## src/rtl/wt_watchdog.sv

```systemverilog
module wt_watchdog #(
  parameter int PRE_DIV = 128,
  parameter int DIV_W   = 14
) (
  input  logic       clk,
  input  logic       rst_n,
  input  logic       clk_en,
  input  logic       stop,
  input  logic       wr_en,
  input  logic       addr,
  input  logic [7:0] wdata,
  output logic [7:0] rdata,
  output logic       wt_irq,
  output logic       wd_irq,
  output logic       cpu_rst
);
  localparam int PRE_W = (PRE_DIV > 1) ? $clog2(PRE_DIV) : 1;
  localparam logic [PRE_W-1:0] PRE_LAST = PRE_W'(PRE_DIV - 1);

  logic             wt_en, wd_en, wd_mode;
  logic [1:0]       wt_ival, wt_src, wd_ival;
  logic [PRE_W-1:0] pre_q;
  logic [DIV_W-1:0] div_q;
  logic [3:0]       wd_cnt, wd_last;
  logic             run, pulse, wt_hit, tick8, wd_live, clear_wr, timeout;
  logic             wt_irq_q, wd_irq_q, rst_q;

  assign clear_wr = wr_en && addr && wdata[0];

  always_ff @(posedge clk or negedge rst_n) begin
    if (!rst_n) begin
      wt_en   <= 1'b0;
      wt_ival <= 2'b00;
      wt_src  <= 2'b00;
      wd_en   <= 1'b1;
      wd_ival <= 2'b00;
      wd_mode <= 1'b1;
    end else if (wr_en) begin
      if (addr) begin
        wd_en   <= wdata[4];
        wd_ival <= wdata[3:2];
        wd_mode <= wdata[1];
      end else begin
        wt_en   <= wdata[6];
        wt_ival <= wdata[3:2];
        wt_src  <= wdata[1:0];
      end
    end
  end

  assign rdata = addr ? {3'b000, wd_en, wd_ival, wd_mode, 1'b0}
                      : {1'b0, wt_en, 2'b00, wt_ival, wt_src};

  assign run   = wt_en && (wt_src == 2'b01) && !stop && clk_en;
  assign pulse = run && (pre_q == PRE_LAST);

  always_ff @(posedge clk or negedge rst_n) begin
    if (!rst_n) begin
      pre_q <= '0;
      div_q <= '0;
    end else if (run) begin
      pre_q <= pulse ? '0 : pre_q + 1'b1;
      if (pulse) div_q <= div_q + 1'b1;
    end
  end

  always_comb begin
    case (wt_ival)
      2'b00:   wt_hit = &div_q[DIV_W-4:0];
      2'b01:   wt_hit = &div_q[DIV_W-2:0];
      2'b10:   wt_hit = &div_q;
      default: wt_hit = 1'b0;
    endcase
  end

  assign tick8   = pulse && (&div_q[DIV_W-3:0]);
  assign wd_live = wd_en && wt_en;
  assign wd_last = 4'(5'd16 >> wd_ival) - 4'd1;
  assign timeout = wd_live && tick8 && (wd_cnt >= wd_last) && !clear_wr;

  always_ff @(posedge clk or negedge rst_n) begin
    if (!rst_n) begin
      wd_cnt   <= '0;
      wt_irq_q <= 1'b0;
      wd_irq_q <= 1'b0;
      rst_q    <= 1'b0;
    end else begin
      if (clear_wr)
        wd_cnt <= '0;
      else if (wd_live && tick8)
        wd_cnt <= (wd_cnt >= wd_last) ? 4'd0 : wd_cnt + 4'd1;
      wt_irq_q <= pulse && wt_hit;
      wd_irq_q <= timeout && !wd_mode;
      rst_q    <= timeout && wd_mode;
    end
  end

  assign wt_irq  = wt_irq_q;
  assign wd_irq  = wd_irq_q;
  assign cpu_rst = rst_q;

  a_r2_source_gates_irq: assert property (@(posedge clk) disable iff (!rst_n)
    wt_irq |-> $past(wt_en && wt_src == 2'b01));
  a_r3_unused_code_silent: assert property (@(posedge clk) disable iff (!rst_n)
    wt_irq |-> $past(wt_ival != 2'b11));
  a_r5_exclusive: assert property (@(posedge clk) disable iff (!rst_n)
    !(wd_irq && cpu_rst));
  a_r5_irq_single: assert property (@(posedge clk) disable iff (!rst_n)
    wd_irq |=> !wd_irq);
  a_r5_rst_single: assert property (@(posedge clk) disable iff (!rst_n)
    cpu_rst |=> !cpu_rst);
  a_r6_clear_wins: assert property (@(posedge clk) disable iff (!rst_n)
    clear_wr |=> (!wd_irq && !cpu_rst));
  a_r7_idle_holds: assert property (@(posedge clk) disable iff (!rst_n)
    (!wd_live && !clear_wr) |=> $stable(wd_cnt));
  a_r8_stop_freezes: assert property (@(posedge clk) disable iff (!rst_n)
    stop |=> ($stable(div_q) && $stable(pre_q)));
  a_r8_stop_silent: assert property (@(posedge clk) disable iff (!rst_n)
    stop |=> (!wt_irq && !wd_irq && !cpu_rst));
endmodule

```

## config.mk

```make
export PLATFORM = sky130hd
export DESIGN_NAME = wt_watchdog
export DESIGN_NICKNAME = d
export VERILOG_FILES = /design/src/rtl/wt_watchdog.sv
export SDC_FILE = /design/constraint.sdc
export NUM_CORES = 1
export LEC_CHECK = 0
export BUFFER_PORTS_ARGS = -buffer_cell sky130_fd_sc_hd__buf_4
export CAP_MARGIN = 25
export CORE_ASPECT_RATIO = 2
export CORE_MARGIN = 10
export CORE_UTILIZATION = 61
export CTS_CLUSTER_SIZE = 24
export DETAILED_ROUTE_END_ITERATION = 7
export PLACE_DENSITY = 0.84
export SLEW_MARGIN = 20
export SYNTH_ARGS = -nofsm -noshare
export SYNTH_HDL_FRONTEND = slang
export SYNTH_SLANG_ARGS = --single-unit
```

## constraint.sdc

```tcl
create_clock -name clk -period 3.92 [get_ports clk]
set_clock_uncertainty 0.1 [all_clocks]
set_input_delay 0.392 -clock clk [delete_from_list [all_inputs] [get_ports clk]]
set_output_delay 0.392 -clock clk [all_outputs]
set_load 0.1 [all_outputs]
```

==> metrics.txt, run 1 <==
Final Non-Filler Cells=approximately 220; first-pass GRT wire length=between 6 and 7 mm; synthesized area per cell=around 11 µm²; largest net degree at the start of global routing=38; Max Fclk=between 400 and 500 MHz; Final Setup Violations=0; area share of the largest cell type after synthesis=0.4670; DR iter-0 viols=23; number of global-route vias before repair=1443; DRC viols=0; arrival time worst endpoint=between 2000 and 2500 ps; Warnings, synthesis=0; LEAKAGE=between 0.0009 and 0.001 µW; H-tree levels=2; Gate power share=0.196; Hold Fails Final Rpt=0; cell taking the most area after synthesis=dfrtp_1; measured slew at the worst slew-check pin=around 600 ps; Ant. Diodes=0; Detailed Place HPWL=2.919 mm; Die X=59.21 µm; Hold Crit Start=wdata[6]; Net Sw Frac=0.3084; CTS tree=done; clock transition at the registers of the reported paths=70 ps; Power Dens Cells=slightly above 400 nW/µm²; clock root cell=clkbuf_8; net switching power=264.3 µW; Period Utilization, post-route=0.5139; Cell Area, Placed=roughly 2000 µm²; max-cap viol count=0; CTS Buf Count=5; Post-Syn Area=around 1900 µm²; worst rel slew slack=0.6029; total gr overflow=0; DRT Pass-1 Iters=4; port bufs=20; Final Cell Area=2108 µm²; Synth Register Bits=37; most common cell in the netlist=dfrtp_1; Setup TNS=0 ps; Final Max Slew Viols=0; clock buffer depth=2; Worst Path Required=about 4000 ps; register area share after synthesis=0.4950; CP max FO=8; worst r2r src=wd_ival[1]; dominant synthesized flop cell=dfrtp_1; Synth top cells by count=dfrtp_1, xnor2_1, mux2_2; placed insts=about 210; Post-synth EDFFs=0; fin crit period=2015 ps; post-CTS sizing=0; Netlist cell types=38; most area-consuming cells after synthesis=dfrtp_1, mux2_2, xnor2_1, ha_1, nand4_1; Seq pwr share=0.512; Total Wirelength=3.819 mm; Overall Global Routing Usage=0.1367; Critical Path End Type=flop; R2R Setup Slk=~1900 ps; Clk Latency, worst-skew pair=approximately 290 ps; Setup crit start kind=flop; Final ANT Viol Nets=0; Vias/cell=6.041; share of cells above drive strength 1=0.2447; wire per inst=17.52 µm; Ports=25; nets=between 200 and 250; initial antenna violation count=0; core box area=2943 µm²; Max rail drop VDD=approximately 350 µV; DIE AREA=roughly 6000 µm²; WHS Endpoint=wt_en; area growth from synthesis to layout=12.41%; GP Congestion=slightly below 0.8; worst r2r path cells=6; async set-or-reset flop fraction in the synthesized netlist=1.000; initial core utilization=0.6373; RSZ-0062 raised after global routing=false; worst min-delay path category=input pin to flop; Hold Path Stages=2; Pint=~590 µW; Crit Path Category=flop to flop; Cell Rows=28; Die Height=between 90 and 100 µm; Gate Count Post-Synth=approximately 170; Worst R2R End=wd_cnt[2]; status=finished clean; Vias=1317; clk sinks=37; Clock Power Share=0.292
[flip-flops by register name, indices dropped and copies added (netlist names)]
| signal | cells |
|---|---|
| cpu_rst | 1 |
| pre_q | 7 |
| wd_mode | 1 |
| wd_cnt | 4 |
| wt_src | 2 |
| wt_irq | 1 |
| wd_en | 1 |
| div_q | 14 |
| wt_ival | 2 |
| wt_en | 1 |
| wd_ival | 2 |
| wd_irq | 1 |
[cell type report]
| class | instances | area [µm²] |
|---|---|---|
| Multi-Input combinational cell | 121 | 895.9 |
| Fill cell | 216 | 834.6 |
| Tap cell | 30 | 37.54 |
| Sequential cell | 37 | 928.4 |
| Timing Repair Buffer | 21 | 160.2 |
| Clock buffer | 6 | 72.57 |
| Inverter | 1 | 3.754 |
| Clock inverter | 2 | 10.01 |
[per-layer routing]
| layer | GRT usage | part of all wire |
|---|---|---|
| met5 | 0 | 0 |
| met3 | 0.04370 | 0.046 |
| met1 | 0.1411 | 0.39 |
| met2 | 0.2381 | 0.55 |
| met4 | 0.05684 | 0.022 |
[power groups by stage]
| stage | clock (µW) | sequential [µW] | combinational, µW |
|---|---|---|---|
| 2_1_floorplan | 0 | 435 | 132 |
| 3_3_place_gp | 0 | 440 | 163 |
| 3_5_place_dp | 0 | 444 | 169 |
| 4_1_cts | 254 | 438 | 170 |
| 5_1_grt | 270 | 442 | 181 |
| 6_report | 250 | 438 | 168 |
[critical path: stages (launching register included)]
cell,delay [ps]
dfrtp_1,430
or2_2,290
ha_1,290
nand2_1,50
o21a_1,270
a211o_1,340
o2bb2ai_1,130
[how the worst max path moves through the flow]
stage	startpoint	end	slack (ps)	depth (start not counted)
global route	pre_q[0]	wd_irq	1700	5
global placement	stop	cpu_rst	1900	5
finish	wd_ival[1]	wd_cnt[2]	1910	6
CTS	wd_ival[1]	wd_cnt[2]	1910	6
floorplan	addr	rdata[0]	1540	2
detailed placement	stop	cpu_rst	1840	5
[placed cells by master (no fill, tap or decap), types with 3 or more instances in the layout]
cell type / n
nand3_1: 8
ha_1: 6
xnor2_1: 15
nor2_1: 3
nand2_1: 12
buf_4: 20
and2_1: 8
nor2b_1: 6
and3_1: 5
dfrtp_1: 35
mux2_2: 13
clkbuf_8: 5
and4_1: 3
o21ai_0: 4
nand4_1: 10
a21oi_1: 5
[kinds of logic after synthesis]
group                    after synthesis  synth area share
adder cells (fa/ha/maj)                6           0.04003
buffers and inverters                  8           0.02935
AND/OR/NAND/NOR                       66            0.2141
multiplexers                          13           0.07805
flip-flops                            37            0.4950
XOR/XNOR                              16           0.07472
other                                  1          0.001999
AO/OA/AOI/OAI                         18           0.06672
[metrics by stage]
step / power [µW] / setup WS [ps] / util / hold slack (ps)
final: 856.9 / 1905 / 0.7164 / 231.1
after global routing: 893.0 / 1698 / 0.7164 / 231.7
after CTS: 862.4 / 1911 / 0.7164 / 229.7
after detailed placement: 613.8 / 1838 / 0.6849 / 273.9
after global placement: 603.6 / 1901 / 0.6849 / 265.7
after floorplan: 566.6 / 1539 / - / -3.591
[what timing repair did]
action | CTS | global route
hold buffers | 1 | 0
setup buffers | 0 | 0
endpoints found under the hold margin | 35 | 0
Power figures use the tool's default switching activity.
==> run 2: changes to the inputs <==
--- a/config.mk
+++ b/config.mk
@@ -9,10 +9,10 @@
 export CAP_MARGIN = 25
 export CORE_ASPECT_RATIO = 2
 export CORE_MARGIN = 10
-export CORE_UTILIZATION = 61
+export CORE_UTILIZATION = 51
 export CTS_CLUSTER_SIZE = 24
 export DETAILED_ROUTE_END_ITERATION = 7
-export PLACE_DENSITY = 0.84
+export PLACE_DENSITY = 0.75
 export SLEW_MARGIN = 20
 export SYNTH_ARGS = -nofsm -noshare
 export SYNTH_HDL_FRONTEND = slang
==> constraint.sdc (replaced) <==
create_clock -name clk -period 1.8 [get_ports clk]
set_clock_uncertainty 0.1 [all_clocks]
set_input_delay 0.18 -clock clk [delete_from_list [all_inputs] [get_ports clk]]
set_output_delay 0.18 -clock clk [all_outputs]
set_load 0.1 [all_outputs]
==> run 2 against run 1 <==
Critical path depth did not move. Largest power group unchanged. Combinational power rose by 130%. Critical path type unchanged. Via count rose by 7.3%. The flow now finishes with violations (setup timing).
==> metrics.txt, run 2 (synthesis gave the netlist of run 1 again) <==
DRC viols=0 (unchanged); Most flops, register=div_q (unchanged); number of global-route vias before repair=1594 (was 1443); CP max stage delay=400 ps (was 430 ps); wire length on met3=130 µm (was 176 µm); Power Dens Cells=840.6 nW/µm² (was 406.5 nW/µm²); clock root cell=clkbuf_8 (unchanged); pre-CTS WS=-53.21 ps (was 1838 ps); status=finished, violations left (was finished clean); Total Wirelength=4.273 mm (was 3.819 mm); CTS Buf Count=5 (unchanged); Setup crit start kind=flop (unchanged); commonest non-fill, non-tap cell in the layout=dfrtp_1 (unchanged); first-pass GRT wire length=7.396 mm (was 6.444 mm); largest net degree at the start of global routing=38 (unchanged); max-cap viol count=0 (unchanged); clock transition at the registers of the reported paths=70 ps (about the same); DR iter-0 viols=38 (was 23); Cell Chain, Critical Path=or2_4 -> ha_4 -> nand2_2 -> o21a_4 -> a211o_1 -> a21bo_1 (was or2_2 -> ha_1 -> nand2_1 -> o21a_1 -> a211o_1 -> o2bb2ai_1); Die Height=105.8 µm (was 98.42 µm); Final ANT Viol Nets=0 (unchanged); GP Congestion=0.8080 (was 0.7936); Max Fclk=546.4 MHz (was 496.4 MHz); Clk Latency, worst-skew pair=290 ps (about the same); Ant. Diodes=0 (unchanged); Gate power share=0.204 (was 0.196); initial core utilization=0.5256 (was 0.6373); crit path max-delay cell type=dfrtp_1 (unchanged); Vias=1413 (was 1317); CP max FO=5 (was 8); Clock Power Share=0.295 (was 0.292); total gr overflow=0 (unchanged); initial antenna violation count=0 (unchanged); Worst Path Required=1880 ps (was 3990 ps); Final Max Slew Viols=0 (unchanged); net switching power=601.1 µW (was 264.3 µW); Overall Global Routing Usage=0.1338 (was 0.1367); WL met2=2.421 mm (was 2.085 mm); Die X=62.88 µm (was 59.21 µm); most frequent cells in the layout=dfrtp_1, buf_4, xnor2_1, mux2_2, nand2_1 (unchanged); clock buffer depth=2 (unchanged); Net Sw Frac=0.3156 (was 0.3084); CTS tree=done (unchanged); clk sinks=37 (unchanged); Hold Fails Final Rpt=0 (unchanged); violated checks=setup timing; Ports=25 (unchanged); DIE AREA=6650 µm² (was 5827 µm²); Max rail drop VDD=869.9 µV (was 354.5 µV); worst min-delay path category=input pin to flop (unchanged); area growth from synthesis to layout=20.81% (was 12.41%); max reg flops=14 (unchanged); Final Setup Violations=2 (was 0); core box area=3568 µm² (was 2943 µm²); final worst slack=-30.20 ps (was 1905 ps); DR top layer=met4 (unchanged); Vias/cell=5.744 (was 6.041); Critical Path End Type=flop (unchanged); Pint=1304 µW (was 592.6 µW); Seq pwr share=0.501 (was 0.512); hold_ws=33.92 ps (was 231.1 ps); length of routed wiring on met1=1.584 mm (was 1.472 mm); arrival time worst endpoint=1910 ps (was 2090 ps); fin crit period=1830 ps (was 2015 ps); wire per inst=17.37 µm (was 17.52 µm); Cell Rows=31 (was 28); Period Utilization, post-route=1.017 (was 0.5139); nets=216 (was 207); RSZ-0062 raised after global routing=true (was false); Detailed Place HPWL=3.227 mm (was 2.919 mm); share of cells above drive strength 1=0.3249 (was 0.2447); H-tree levels=2 (unchanged); DRT Pass-1 Iters=4 (unchanged); Crit Path Category=flop to flop (unchanged); LEAKAGE=0.001038 µW (was 0.0009802 µW); Top Registers=div_q: 14 flops, pre_q: 7 flops, wd_cnt: 4 flops (unchanged); port bufs=20 (unchanged)
[run 2: power by group through the flow]
stage	clock [µW]	combinational [µW]	sequential, µW
6_report	562	388	955
3_3_place_gp	0	374	965
2_1_floorplan	0	293	948
3_5_place_dp	0	385	971
5_1_grt	607	416	964
4_1_cts	576	392	955
[run 2: path summary, 6_finish.rpt]
check                      startpoint         end  slack [ps]  cells after the start
max                        wd_ival[0]   wd_cnt[3]         -30                      6
min                          wdata[2]  wt_ival[0]          30                      2
max reg2reg                wd_ival[0]   wd_cnt[3]         -30                      6
min reg2reg                 div_q[13]   div_q[13]         370                      1
max in group asynchronous       rst_n     wd_mode         950                      2
min in group asynchronous       rst_n    div_q[5]         290                      2
[run 2: routing by layer]
metal | track usage | vias up
met3 | 0.02863 | 16
met1 | 0.1349 | 710
li1 | - | 654
met4 | 0.07074 | 0
met2 | 0.2460 | 33
met5 | 0 | -
[run 2: area by class of cell]
class	count	area, µm²
timing repair buffer	30	240.2
sequential	37	928.4
clock buffer	6	72.57
inverter	1	3.754
tap	49	61.31
fill	286	1303
multi-input combinational	121	949.7
clock inverter	2	10.01
[run 2: critical path, delay by kind of cell (launching register included)]
kind | cells | cell delay, ps
adder cells (fa/ha/maj) | 1 | 270
AO/OA/AOI/OAI | 3 | 640
flip-flops | 1 | 400
AND/OR/NAND/NOR | 2 | 310
[run 2: timing repair]
action,4_1_cts,5_1_grt
endpoints found under the setup margin,4,13
hold buffers,1,0
pin swaps,2,0
hold endpoints to repair,35,0
setup buffers,0,2
gates resized for setup,5,5
[run 2: metrics by stage]
step / std cells / util / instance area (µm²) / setup TNS, ps / power, µW
after floorplan: 166 / - / 1901 / 0 / 1241
after global placement: 235 / 0.5957 / 2126 / -17.56 / 1339
after detailed placement: 235 / 0.5957 / 2126 / -131.8 / 1356
after CTS: 244 / 0.6287 / 2243 / -44.16 / 1923
after global routing: 246 / 0.6350 / 2266 / -307.3 / 1987
final: 246 / 0.6350 / 2266 / -46.31 / 1905
==> run 3: changes to the inputs <==
--- a/config.mk
+++ b/config.mk
@@ -7,7 +7,7 @@
 export LEC_CHECK = 0
 export BUFFER_PORTS_ARGS = -buffer_cell sky130_fd_sc_hd__buf_4
 export CAP_MARGIN = 25
-export CORE_ASPECT_RATIO = 2
+export CORE_ASPECT_RATIO = 1.4
 export CORE_MARGIN = 10
 export CORE_UTILIZATION = 51
 export CTS_CLUSTER_SIZE = 24
==> run 3 against run 2 <==
Sequential share of layout area is 0.80 points lower. Critical path type unchanged. Cell count is 2.0% lower. Critical path depth stayed put. Non-clock buffer count is 2 higher. Largest power group unchanged. Global-route usage is 0.52 points lower. The flow still finishes with violations (setup timing). Power is 16% higher. Highest routed layer unchanged.
==> metrics.txt, run 3 (synthesis gave the netlist of run 1 again) <==
status=finished, violations left (unchanged); violated checks=setup timing (unchanged); LEAKAGE=0.001057 µW (was 0.001038 µW); worst rel slew slack=0.6461; clock buffer depth=2 (unchanged); Max rail drop VDD=853.3 µV (was 869.9 µV); CTS Buf Count=5 (unchanged); Ant. Diodes=0 (unchanged); arrival time worst endpoint=1910 ps (about the same); Total Wirelength=3.869 mm (was 4.273 mm); Final ANT Viol Nets=0 (unchanged); Final Non-Filler Cells=241 (was 246); max reg flops=14 (unchanged); clk sinks=37 (unchanged); R2R Setup Slk=-20 ps (was -30 ps); WHS Endpoint=wd_en (was wt_ival[0]); wire per inst=16.05 µm (was 17.37 µm); Worst R2R End=wd_cnt[3] (unchanged); H-tree levels=2 (unchanged); Ports=25 (unchanged); Setup TNS=-23.64 ps (was -46.31 ps); Final Max Slew Viols=0 (unchanged); total gr overflow=0 (unchanged); Hold Path Stages=2 (unchanged); initial antenna violation count=0 (unchanged); GP Congestion=0.8031 (was 0.8080); worst min-delay path category=input pin to flop (unchanged); share of cells above drive strength 1=0.3367 (was 0.3249); initial core utilization=0.5194 (was 0.5256); clock transition at the registers of the reported paths=70 ps (about the same); Vias=1376 (was 1413); DIE AREA=6538 µm² (was 6650 µm²); Crit Path Category=flop to flop (unchanged); CP max stage delay=390 ps (was 400 ps); area growth from synthesis to layout=23.22% (was 20.81%); port bufs=20 (unchanged); Period Utilization, post-route=1.013 (was 1.017); core box area=3611 µm² (was 3568 µm²); first-pass GRT wire length=6.975 mm (was 7.396 mm); number of global-route vias before repair=1530 (was 1594); most frequent cells in the layout=dfrtp_1, buf_4, xnor2_1, mux2_2, nand2_1 (unchanged); measured slew at the worst slew-check pin=around 530 ps; crit path max-delay cell type=dfrtp_1 (unchanged); Power Dens Cells=952.8 nW/µm² (was 840.6 nW/µm²); Setup crit start kind=flop (unchanged); largest net degree at the start of global routing=38 (unchanged); clock root cell=clkbuf_8 (unchanged); CP max FO=7 (was 5); placed insts=230 (was 235); Top Registers=div_q: 14 flops, pre_q: 7 flops, wd_cnt: 4 flops (unchanged); DRT Pass-1 Iters=4 (unchanged); commonest non-fill, non-tap cell in the layout=dfrtp_1 (unchanged); fin crit period=1824 ps (was 1830 ps); nets=218 (was 216); Die X=71.25 µm (was 62.88 µm); Worst Path Required=1880 ps (about the same); Final Setup Violations=1 (was 2); DR iter-0 viols=44 (was 38); Cell Chain, Critical Path=or2_4 -> ha_4 -> nand2_2 -> o21a_4 -> a211o_1 -> a21bo_1 (unchanged); RSZ-0062 raised after global routing=true (unchanged); Cell Rows=26 (was 31); WP buf/inv=0 (unchanged); worst r2r src=wd_ival[1] (was wd_ival[0]); final worst slack=-23.64 ps (was -30.20 ps); Clk Latency, worst-skew pair=290 ps (about the same); CP delay by family, top=compound AO/OA/AOI/OAI gates (unchanged); max-cap viol count=0 (unchanged); CTS tree=done (unchanged); Hold Crit Start=wdata[4] (was wdata[2]); Max Fclk=548.4 MHz (was 546.4 MHz); Vias/cell=5.710 (was 5.744); Critical Path End Type=flop (unchanged); DRC viols=0 (unchanged); Hold Fails Final Rpt=0 (unchanged); worst r2r path cells=6 (unchanged); Detailed Place HPWL=2.854 mm (was 3.227 mm); Overall Global Routing Usage=0.1286 (was 0.1338); hold_ws=21.86 ps (was 33.92 ps); Die Height=91.76 µm (was 105.8 µm); Most flops, register=div_q (unchanged); Util after Layout=0.6400 (was 0.6350)
-- run 3: routing by layer --
| layer | vias to the layer above | share of wire | GRT usage |
|---|---|---|---|
| li1 | 655 | - | - |
| met1 | 680 | 0.40 | 0.1417 |
| met3 | 9 | 0.069 | 0.05502 |
| met4 | 0 | 0.025 | 0.05502 |
| met5 | - | 0 | 0 |
| met2 | 32 | 0.50 | 0.2094 |
-- run 3: report_power, final --
part	switching [µW]	internal, µW
sequential	54.1	895
clock	292	550
combinational	255	156
total	601	1600
-- run 3: worst max-delay path by stage --
stage	start	endpoint	slack, ps	cells after the start
floorplan	wd_ival[0]	wd_cnt[3]	10	6
global placement	wd_ival[1]	wd_cnt[3]	-9	6
detailed placement	wd_ival[1]	wd_cnt[2]	-50	6
CTS	wd_ival[1]	wd_cnt[3]	-20	6
global route	wd_ival[1]	wd_cnt[3]	-80	6
finish	wd_ival[1]	wd_cnt[3]	-20	6
-- run 3: repair_timing --
| item | in CTS | in global routing |
|---|---|---|
| endpoints found under the hold margin | 35 | 0 |
| gates resized for setup | 2 | 5 |
| endpoints found under the setup margin | 3 | 11 |
| pin swaps | 3 | 0 |
| hold buffers | 1 | 0 |
| buffers inserted | 1 | 1 |
-- run 3: through the flow --
stage          setup slack [ps]  cell area, µm²  power [µW]
2_1_floorplan             9.867            1901        1241
3_3_place_gp             -8.893            2120        1339
5_1_grt                  -77.48            2311        2301
3_5_place_dp             -53.27            2120        1354
4_1_cts                  -24.74            2280        2211
6_report                 -23.64            2311        2202
-- run 3: final cells by class --
type | instances | area (µm²)
timing repair buffer | 32 | 246.5
multi-input combinational | 121 | 945.9
clock buffer | 5 | 68.82
sequential | 37 | 928.4
inverter | 1 | 3.754
fill | 287 | 1300
clock inverter | 3 | 65.06
tap | 42 | 52.55
